<file path="src/rtl/idrd_pkg.sv">
package idrd_pkg;
  // identity map layout
  localparam int MAP_BYTES = 128;
  localparam int IDX_W     = $clog2(MAP_BYTES);
  localparam int BASE_CK   = 63;   // checksum byte over 0..62
  localparam int EXT_LO    = 64;
  localparam int EXT_CK    = 95;   // checksum byte over 64..94
  localparam logic [6:0] DEV_ID = 7'h50;

  typedef enum logic [1:0] {OP_START, OP_STOP, OP_WRITE, OP_READ} bus_op_e;

  typedef enum logic [2:0] {
    SQ_IDLE, SQ_START1, SQ_DEVW, SQ_WADDR, SQ_START2, SQ_DEVR, SQ_READ, SQ_STOP
  } seq_e;

  function automatic logic [7:0] csum_step(logic [7:0] acc, logic [7:0] b);
    return acc + b;
  endfunction

  function automatic logic in_base(logic [IDX_W-1:0] idx);
    return idx < IDX_W'(BASE_CK);
  endfunction

  function automatic logic in_ext(logic [IDX_W-1:0] idx);
    return (idx >= IDX_W'(EXT_LO)) && (idx < IDX_W'(EXT_CK));
  endfunction
endpackage

</file>
<file path="src/rtl/idrd_sync.sv">
module idrd_sync #(
  parameter int   STAGES  = 2,     // must be 2 or more
  parameter logic RST_VAL = 1'b1
) (
  input  logic clk,
  input  logic rst_n,
  input  logic d,
  output logic q
);
  logic [STAGES-1:0] chain;

  always_ff @(posedge clk or negedge rst_n) begin
    if (!rst_n) chain <= {STAGES{RST_VAL}};
    else        chain <= {chain[STAGES-2:0], d};
  end

  assign q = chain[STAGES-1];
endmodule

</file>
<file path="src/rtl/idrd_bit_eng.sv">
module idrd_bit_eng import idrd_pkg::*; #(
  parameter int CLK_DIV = 250      // system clocks per quarter bit
) (
  input  logic       clk,
  input  logic       rst_n,
  input  logic       abort,
  input  logic       cmd_valid,
  input  bus_op_e    cmd_op,
  input  logic [7:0] cmd_byte,
  input  logic       cmd_ack,      // controller acknowledges a read byte
  input  logic       sda_s,
  output logic       scl_oe,
  output logic       sda_oe,
  output logic       done,
  output logic       ack_seen,
  output logic [7:0] rx_byte
);
  localparam int CNT_W = $clog2(CLK_DIV + 1);

  typedef enum logic [1:0] {E_IDLE, E_START, E_BITS, E_STOP} eng_e;

  eng_e             st;
  logic [1:0]       ph;
  logic [3:0]       bitn;
  logic [7:0]       sh;
  logic             is_rd, mack;
  logic [CNT_W-1:0] cnt;

  wire tick     = (st != E_IDLE) && (cnt == CNT_W'(CLK_DIV - 1));
  wire ack_slot = (bitn == 4'd8);
  wire finish   = tick && (ph == 2'd3) && ((st != E_BITS) || ack_slot);

  always_ff @(posedge clk or negedge rst_n) begin
    if (!rst_n) begin
      st <= E_IDLE; ph <= '0; bitn <= '0; sh <= '0; is_rd <= 1'b0; mack <= 1'b0;
      cnt <= '0; scl_oe <= 1'b0; sda_oe <= 1'b0; done <= 1'b0; ack_seen <= 1'b0;
    end else if (abort) begin
      st <= E_IDLE; ph <= '0; cnt <= '0;
      scl_oe <= 1'b0; sda_oe <= 1'b0; done <= 1'b0;
    end else begin
      done <= finish;
      if (st == E_IDLE) begin
        cnt <= '0;
        ph  <= '0;
        if (cmd_valid) begin
          bitn  <= '0;
          sh    <= cmd_byte;
          is_rd <= (cmd_op == OP_READ);
          mack  <= cmd_ack;
          case (cmd_op)
            OP_START: st <= E_START;
            OP_STOP:  st <= E_STOP;
            default:  st <= E_BITS;
          endcase
        end
      end else begin
        cnt <= tick ? '0 : cnt + 1'b1;
        if (tick) begin
          ph <= ph + 2'd1;
          case (st)
            E_START: begin
              case (ph)
                2'd0:    sda_oe <= 1'b0;
                2'd1:    scl_oe <= 1'b0;
                2'd2:    sda_oe <= 1'b1;
                default: scl_oe <= 1'b1;
              endcase
            end
            E_BITS: begin
              case (ph)
                2'd0:    sda_oe <= ack_slot ? (is_rd & mack) : (~is_rd & ~sh[7]);
                2'd1:    scl_oe <= 1'b0;
                2'd2:    if (ack_slot) ack_seen <= ~sda_s;
                         else          sh <= {sh[6:0], sda_s};
                default: begin scl_oe <= 1'b1; bitn <= bitn + 4'd1; end
              endcase
            end
            E_STOP: begin
              case (ph)
                2'd0:    sda_oe <= 1'b1;
                2'd1:    scl_oe <= 1'b0;
                2'd2:    sda_oe <= 1'b0;
                default: ;
              endcase
            end
            default: ;
          endcase
          if (finish) st <= E_IDLE;
        end
      end
    end
  end

  assign rx_byte = sh;
endmodule

</file>
<file path="src/rtl/idrd_csum.sv">
module idrd_csum import idrd_pkg::*; (
  input  logic             clk,
  input  logic             rst_n,
  input  logic             clr,
  input  logic             byte_vld,
  input  logic [IDX_W-1:0] idx,
  input  logic [7:0]       data,
  output logic             base_ok,
  output logic             ext_ok
);
  logic [7:0] sum_b, ck_b, sum_e, ck_e;

  always_ff @(posedge clk or negedge rst_n) begin
    if (!rst_n) begin
      sum_b <= '0; ck_b <= '0; sum_e <= '0; ck_e <= '0;
    end else if (clr) begin
      sum_b <= '0; ck_b <= '0; sum_e <= '0; ck_e <= '0;
    end else if (byte_vld) begin
      if (in_base(idx))               sum_b <= csum_step(sum_b, data);
      if (idx == IDX_W'(BASE_CK))     ck_b  <= data;
      if (in_ext(idx))                sum_e <= csum_step(sum_e, data);
      if (idx == IDX_W'(EXT_CK))      ck_e  <= data;
    end
  end

  assign base_ok = (sum_b == ck_b);
  assign ext_ok  = (sum_e == ck_e);
endmodule

</file>
<file path="src/rtl/pluggable_id_reader.sv">
module pluggable_id_reader import idrd_pkg::*; #(
  parameter int CLK_DIV     = 250,  // quarter bit; must exceed SYNC_STAGES
  parameter int SYNC_STAGES = 2
) (
  input  logic             clk,
  input  logic             rst_n,
  input  logic             mod_present_n,
  input  logic             start,
  output logic             scl_oe,
  output logic             sda_oe,
  input  logic             sda_in,
  input  logic [IDX_W-1:0] rd_addr,
  output logic [7:0]       rd_data,
  output logic             busy,
  output logic             valid,
  output logic             err_nack,
  output logic             err_base_sum,
  output logic             err_ext_sum
);
  logic             absent_s, sda_s;
  seq_e             sq;
  logic             cmd_pend;
  logic [IDX_W-1:0] idx;
  logic [7:0]       shadow [MAP_BYTES];
  bus_op_e          op;
  logic [7:0]       op_byte;
  logic             eng_done, eng_ack, base_ok, ext_ok;
  logic [7:0]       eng_rx;

  idrd_sync #(.STAGES(SYNC_STAGES), .RST_VAL(1'b1)) u_pres (
    .clk(clk), .rst_n(rst_n), .d(mod_present_n), .q(absent_s));
  idrd_sync #(.STAGES(SYNC_STAGES), .RST_VAL(1'b1)) u_sda (
    .clk(clk), .rst_n(rst_n), .d(sda_in), .q(sda_s));

  // named events
  wire accept    = start && !absent_s && (sq == SQ_IDLE);
  wire removed   = absent_s && (sq != SQ_IDLE);
  wire byte_in   = eng_done && (sq == SQ_READ);
  wire last_byte = (idx == IDX_W'(MAP_BYTES - 1));
  wire ctl_byte  = (sq == SQ_DEVW) || (sq == SQ_WADDR) || (sq == SQ_DEVR);
  wire nack_fail = eng_done && ctl_byte && !eng_ack;
  wire finish    = eng_done && (sq == SQ_STOP);

  always_comb begin
    op_byte = 8'h00;
    case (sq)
      SQ_START1, SQ_START2: op = OP_START;
      SQ_DEVW:  begin op = OP_WRITE; op_byte = {DEV_ID, 1'b0}; end
      SQ_WADDR: begin op = OP_WRITE; op_byte = 8'h00;          end
      SQ_DEVR:  begin op = OP_WRITE; op_byte = {DEV_ID, 1'b1}; end
      SQ_READ:  op = OP_READ;
      default:  op = OP_STOP;
    endcase
  end

  idrd_bit_eng #(.CLK_DIV(CLK_DIV)) u_eng (
    .clk(clk), .rst_n(rst_n), .abort(removed),
    .cmd_valid(cmd_pend), .cmd_op(op), .cmd_byte(op_byte), .cmd_ack(!last_byte),
    .sda_s(sda_s), .scl_oe(scl_oe), .sda_oe(sda_oe),
    .done(eng_done), .ack_seen(eng_ack), .rx_byte(eng_rx));

  idrd_csum u_sum (
    .clk(clk), .rst_n(rst_n), .clr(accept), .byte_vld(byte_in),
    .idx(idx), .data(eng_rx), .base_ok(base_ok), .ext_ok(ext_ok));

  always_ff @(posedge clk or negedge rst_n) begin
    if (!rst_n) begin
      sq <= SQ_IDLE; cmd_pend <= 1'b0; idx <= '0; valid <= 1'b0;
      err_nack <= 1'b0; err_base_sum <= 1'b0; err_ext_sum <= 1'b0;
    end else begin
      cmd_pend <= 1'b0;
      if (absent_s) begin
        sq    <= SQ_IDLE;
        valid <= 1'b0;
      end else if (accept) begin
        sq <= SQ_START1; cmd_pend <= 1'b1; idx <= '0; valid <= 1'b0;
        err_nack <= 1'b0; err_base_sum <= 1'b0; err_ext_sum <= 1'b0;
      end else if (eng_done) begin
        cmd_pend <= 1'b1;
        if (nack_fail) err_nack <= 1'b1;
        case (sq)
          SQ_START1: sq <= SQ_DEVW;
          SQ_DEVW:   sq <= eng_ack ? SQ_WADDR  : SQ_STOP;
          SQ_WADDR:  sq <= eng_ack ? SQ_START2 : SQ_STOP;
          SQ_START2: sq <= SQ_DEVR;
          SQ_DEVR:   sq <= eng_ack ? SQ_READ   : SQ_STOP;
          SQ_READ:   if (last_byte) sq <= SQ_STOP;
                     else           idx <= idx + 1'b1;
          default: begin
            sq           <= SQ_IDLE;
            cmd_pend     <= 1'b0;
            valid        <= !err_nack && base_ok && ext_ok;
            err_base_sum <= !err_nack && !base_ok;
            err_ext_sum  <= !err_nack && !ext_ok;
          end
        endcase
      end
    end
  end

  always_ff @(posedge clk) begin
    if (byte_in) shadow[idx] <= eng_rx;
  end

  assign rd_data = shadow[rd_addr];
  assign busy    = (sq != SQ_IDLE);
endmodule

</file>
<file path="config.mk">
export PLATFORM = sky130hd
export DESIGN_NAME = pluggable_id_reader
export DESIGN_NICKNAME = d
export VERILOG_FILES = /design/src/rtl/idrd_pkg.sv /design/src/rtl/idrd_sync.sv /design/src/rtl/idrd_bit_eng.sv /design/src/rtl/idrd_csum.sv /design/src/rtl/pluggable_id_reader.sv
export SDC_FILE = /design/constraint.sdc
export NUM_CORES = 1
export LEC_CHECK = 0
export CORE_MARGIN = 5
export CORE_UTILIZATION = 35
export DETAILED_ROUTE_END_ITERATION = 8
export PLACE_DENSITY = 0.61
export SETUP_SLACK_MARGIN = 0.5
export SYNTH_ARGS = -nofsm -noshare
export SYNTH_HDL_FRONTEND = slang
export SYNTH_SLANG_ARGS = --single-unit
</file>
<file path="constraint.sdc">
create_clock -name clk -period 9.54 [get_ports clk]
set_clock_uncertainty 0.05 [all_clocks]
set_input_delay 1.908 -clock clk [delete_from_list [all_inputs] [get_ports clk]]
set_output_delay 1.908 -clock clk [all_outputs]
set_load 0.05 [all_outputs]
</file>
==> impl_metrics.py <==
metrics = {
    "grt": {
        "grt_first_pass_wirelength_um": 150000,
        "antenna_found_initial": 3,
        "grt_pass1_vias": 22700,
        "grt_overflow": 0,
        "grt_usage_pct": 15.0,
        "grt_max_degree": 99,
    },
    "timing": {
        "rsz0062_at_grt": "false",
        "slew_viol_final": 0,
        "fin_hold_ws_ns": 0.302,
        "setup_tns_ns": 0,
        "finalCriticalPeriod_ns": 8.26,
        "worstMarginPinSlew_ns": 1.25,
        "setup_viol": 0,
        "period_share_pct": 86.6,
        "finalHoldViolCount": 0,
        "fmax_mhz": 121,
        "slew_headroom_pct": 16.5,
    },
    "yosys": {
        "ys_seq_area_share_pct": 74.4,
        "yosys-top-cells-area": "edfxtp_1 70%, mux4_2 9.3%, dfrtp_1 4.4%",
        "synth.most_common_cell": "edfxtp_1",
        "syn_avg_cell_area_um2": 18.7,
        "synthTopCellsByCount": "1024 x edfxtp_1, 210 x nor2_1, 182 x mux4_2",
        "syn_nets": 2398,
        "netlist_area_um2": 44100,
        "synth_seq_cells": 1105,
        "syn-instance-count": 2356,
        "synthDistinctLibCells": 69,
        "synth.top_cell.area_share_pct": 69.8,
        "synth_ff_type": "edfxtp_1",
        "ys_warn_count": 0,
        "synth_edf_count": 1024,
        "async_reset_ff_share_pct": 7.33,
        "yosysTopAreaCell": "edfxtp_1",
    },
    "floorplan": {
        "design.die.area_um2": 133000,
        "die_height_um": 365,
        "fp-row-count": 130,
        "fp.dieW_um": 365,
        "ioPinCount": 27,
        "start_util_pct": 35.1,
        "core-area_um2": 125000,
    },
    "cts": {
        "cts_tree": "yes",
        "cts_setup_buffers": 0,
        "clock-sinks": 1105,
        "root_buffer": "clkbuf_16",
        "htree_num_levels": 3,
        "ctsResizeCount": 0,
        "cts_buffer_depth": 3,
        "numCtsBuffers": 110,
        "cts_hold_buf": 0,
        "path_clk_slew_ns": 0.06,
        "insertion_delay_ns": 0.67,
    },
    "detailed_routing": {
        "route.vias.total": 22200,
        "drtIter0Drc": 2258,
        "drt_first_pass_iters": 5,
        "wire_per_inst_um": 24.4,
        "drc": 0,
        "routed_via_density": 5.36,
        "drt_wl_total_um": 101000,
        "ant_nets": 0,
    },
    "final_layout": {
        "layout.nets": 2441,
        "syn2layout_area_growth_pct": 12.8,
        "layout-drive-gt1-share_pct": 18.8,
    },
    "worst_setup_path": {
        "path_buf_inv": 2,
        "critPathKind": "in2out",
        "worst_setup_path_end_kind": "output port",
        "cp-start-kind": "input port",
        "crit_chain": "clkdlybuf4s50_1 > nor2b_2 > nor2b_1 > a22oi_1 > o21ai_1 > nor2_1 > o221ai_1 > clkdlybuf4s50_1",
        "arrival_ns": 6.31,
        "cp.required_ns": 7.58,
        "cp_slowest_stage_delay_ns": 1.06,
        "critPathTopFamily": "simple AND/OR/NAND/NOR gates",
        "slowest_stage": "nor2b_1",
        "cp_common_cell": "clkdlybuf4s50_1",
        "crit_fanout": 16,
    },
    "power": {
        "power_mw": 11.1,
        "vdd_ir_drop_max_mv": 0.133,
        "p_leak_nw": 16.1,
        "powerDensity_nw_per_um2": 224,
    },
    "placed_design": {
        "port_buffers": 26,
        "gp_congestion": 0.824,
        "dpl.hpwl_um": 60500,
    },
    "job": {
        "maxCapViolCount": 0,
    },
    "run_status": {
        "outcome": "finished clean",
    },
    "hold_path": {
        "min_path_type": "reg2reg",
    },
}
[layer usage]
layer / track usage, % / routed length (um) / part of all wire (%) / up-vias
met5: 0 / 8 / 0.0079 / -
met4: 3.71 / 2370 / 2.3 / 2
met3: 3.60 / 7390 / 7.3 / 149
met2: 23.7 / 47400 / 47 / 769
met1: 21.1 / 43800 / 43 / 11600
li1: - / - / - / 9656
[path summary, 6_finish.rpt]
| check | startpoint | end | slack [ns] | cells past startpoint |
|---|---|---|---|---|
| max in group asynchronous | rst_n | u_eng.rx_byte[6]$_DFFE_PN0P_ | 7.27 | 1 |
| max | rd_addr[4] | rd_data[0] | 1.28 | 8 |
| max reg2reg | sq[1]$_DFFE_PN0P_ | shadow[59][6]$_DFFE_PP_ | 6.19 | 4 |
| min in group asynchronous | rst_n | u_sum.ck_b[2]$_DFFE_PN0P_ | 1.34 | 1 |
| min reg2reg | u_pres.chain[0]$_DFF_PN1_ | u_pres.chain[1]$_DFF_PN1_ | 0.30 | 0 |
| min | u_pres.chain[0]$_DFF_PN1_ | u_pres.chain[1]$_DFF_PN1_ | 0.30 | 0 |
[cell families (layout without fill, tap and decap cells)]
group	Yosys count	count (layout)	share of synthesized area, %
adders and majority gates	30	30	0.886
other	0	2	0
AOI/OAI and AO/OA	322	322	5.28
muxes	339	339	13.4
xor gates and xnor gates	34	34	0.676
buffers and inverters	153	288	1.64
DFF	1105	1105	74.4
and+or+nand+nor	373	373	3.71
[sequential cells by signal, indices dropped and copies added (netlist names), 2 cells and up]
signal,flops
u_sum.sum_e,8
u_eng.st,2
u_eng.rx_byte,8
u_sum.ck_b,8
u_sum.ck_e,8
u_sum.sum_b,8
u_pres.chain,2
shadow,1024
u_eng.cnt,8
u_eng.ph,2
idx,7
sq,3
u_eng.bitn,4
u_sda.chain,2
[power breakdown]
part | leakage [nW] | total [mW] | switching, mW | internal [mW]
combinational | 3.68 | 0.848 | 0.637 | 0.211
clock | 1.74 | 4.27 | 1.79 | 2.48
sequential | 10.6 | 5.99 | 0.218 | 5.78
[per-stage QoR]
stage | worst slack (ns) | std cells | util, % | area, um^2
6_report | 1.28 | 4143 | 39.6 | 49700
4_1_cts | 1.36 | 4141 | 39.6 | 49700
3_3_place_gp | 1.48 | 3937 | 36.8 | 46100
5_1_grt | 1.14 | 4141 | 39.6 | 49700
2_1_floorplan | 3.54 | 2356 | - | 44100
3_5_place_dp | 1.36 | 3937 | 36.8 | 46100
[cells in the final DEF, fill, tap and decap left out, drive strengths merged, types with 23 or more instances in the layout]
cell type and n:
a22o 26, mux2i 80, o21ai 63, edfxtp 1024
inv 28, mux4 192, a22oi 82, o22ai 25
a21oi 31, nand2 61, ha 28, clkbuf 143
nand3 23, nor2 210, dfrtp 77, clkinv 44
o221ai 24, clkdlybuf4s50 23, mux2 67, buf 36
[worst reg2reg max path: stages, from the launching register on]
cell and delay (ns):
dfrtp_1 0.67, nand4_1 0.25, nor2_1 0.32, nand3_2 0.67
nor2_1 1.00
[area by class of cell]
type | instances | area [um^2]
Antenna cell | 2 | 5.00
Clock buffer | 143 | 2910
Clock inverter | 61 | 663
Fill cell | 11100 | 75700
Inverter | 25 | 93.8
Multi-Input combinational cell | 1098 | 10600
Sequential cell | 1105 | 32800
Tap cell | 1650 | 2060
Timing Repair Buffer | 59 | 566
Note: power is estimated with default switching activity, not from simulation.
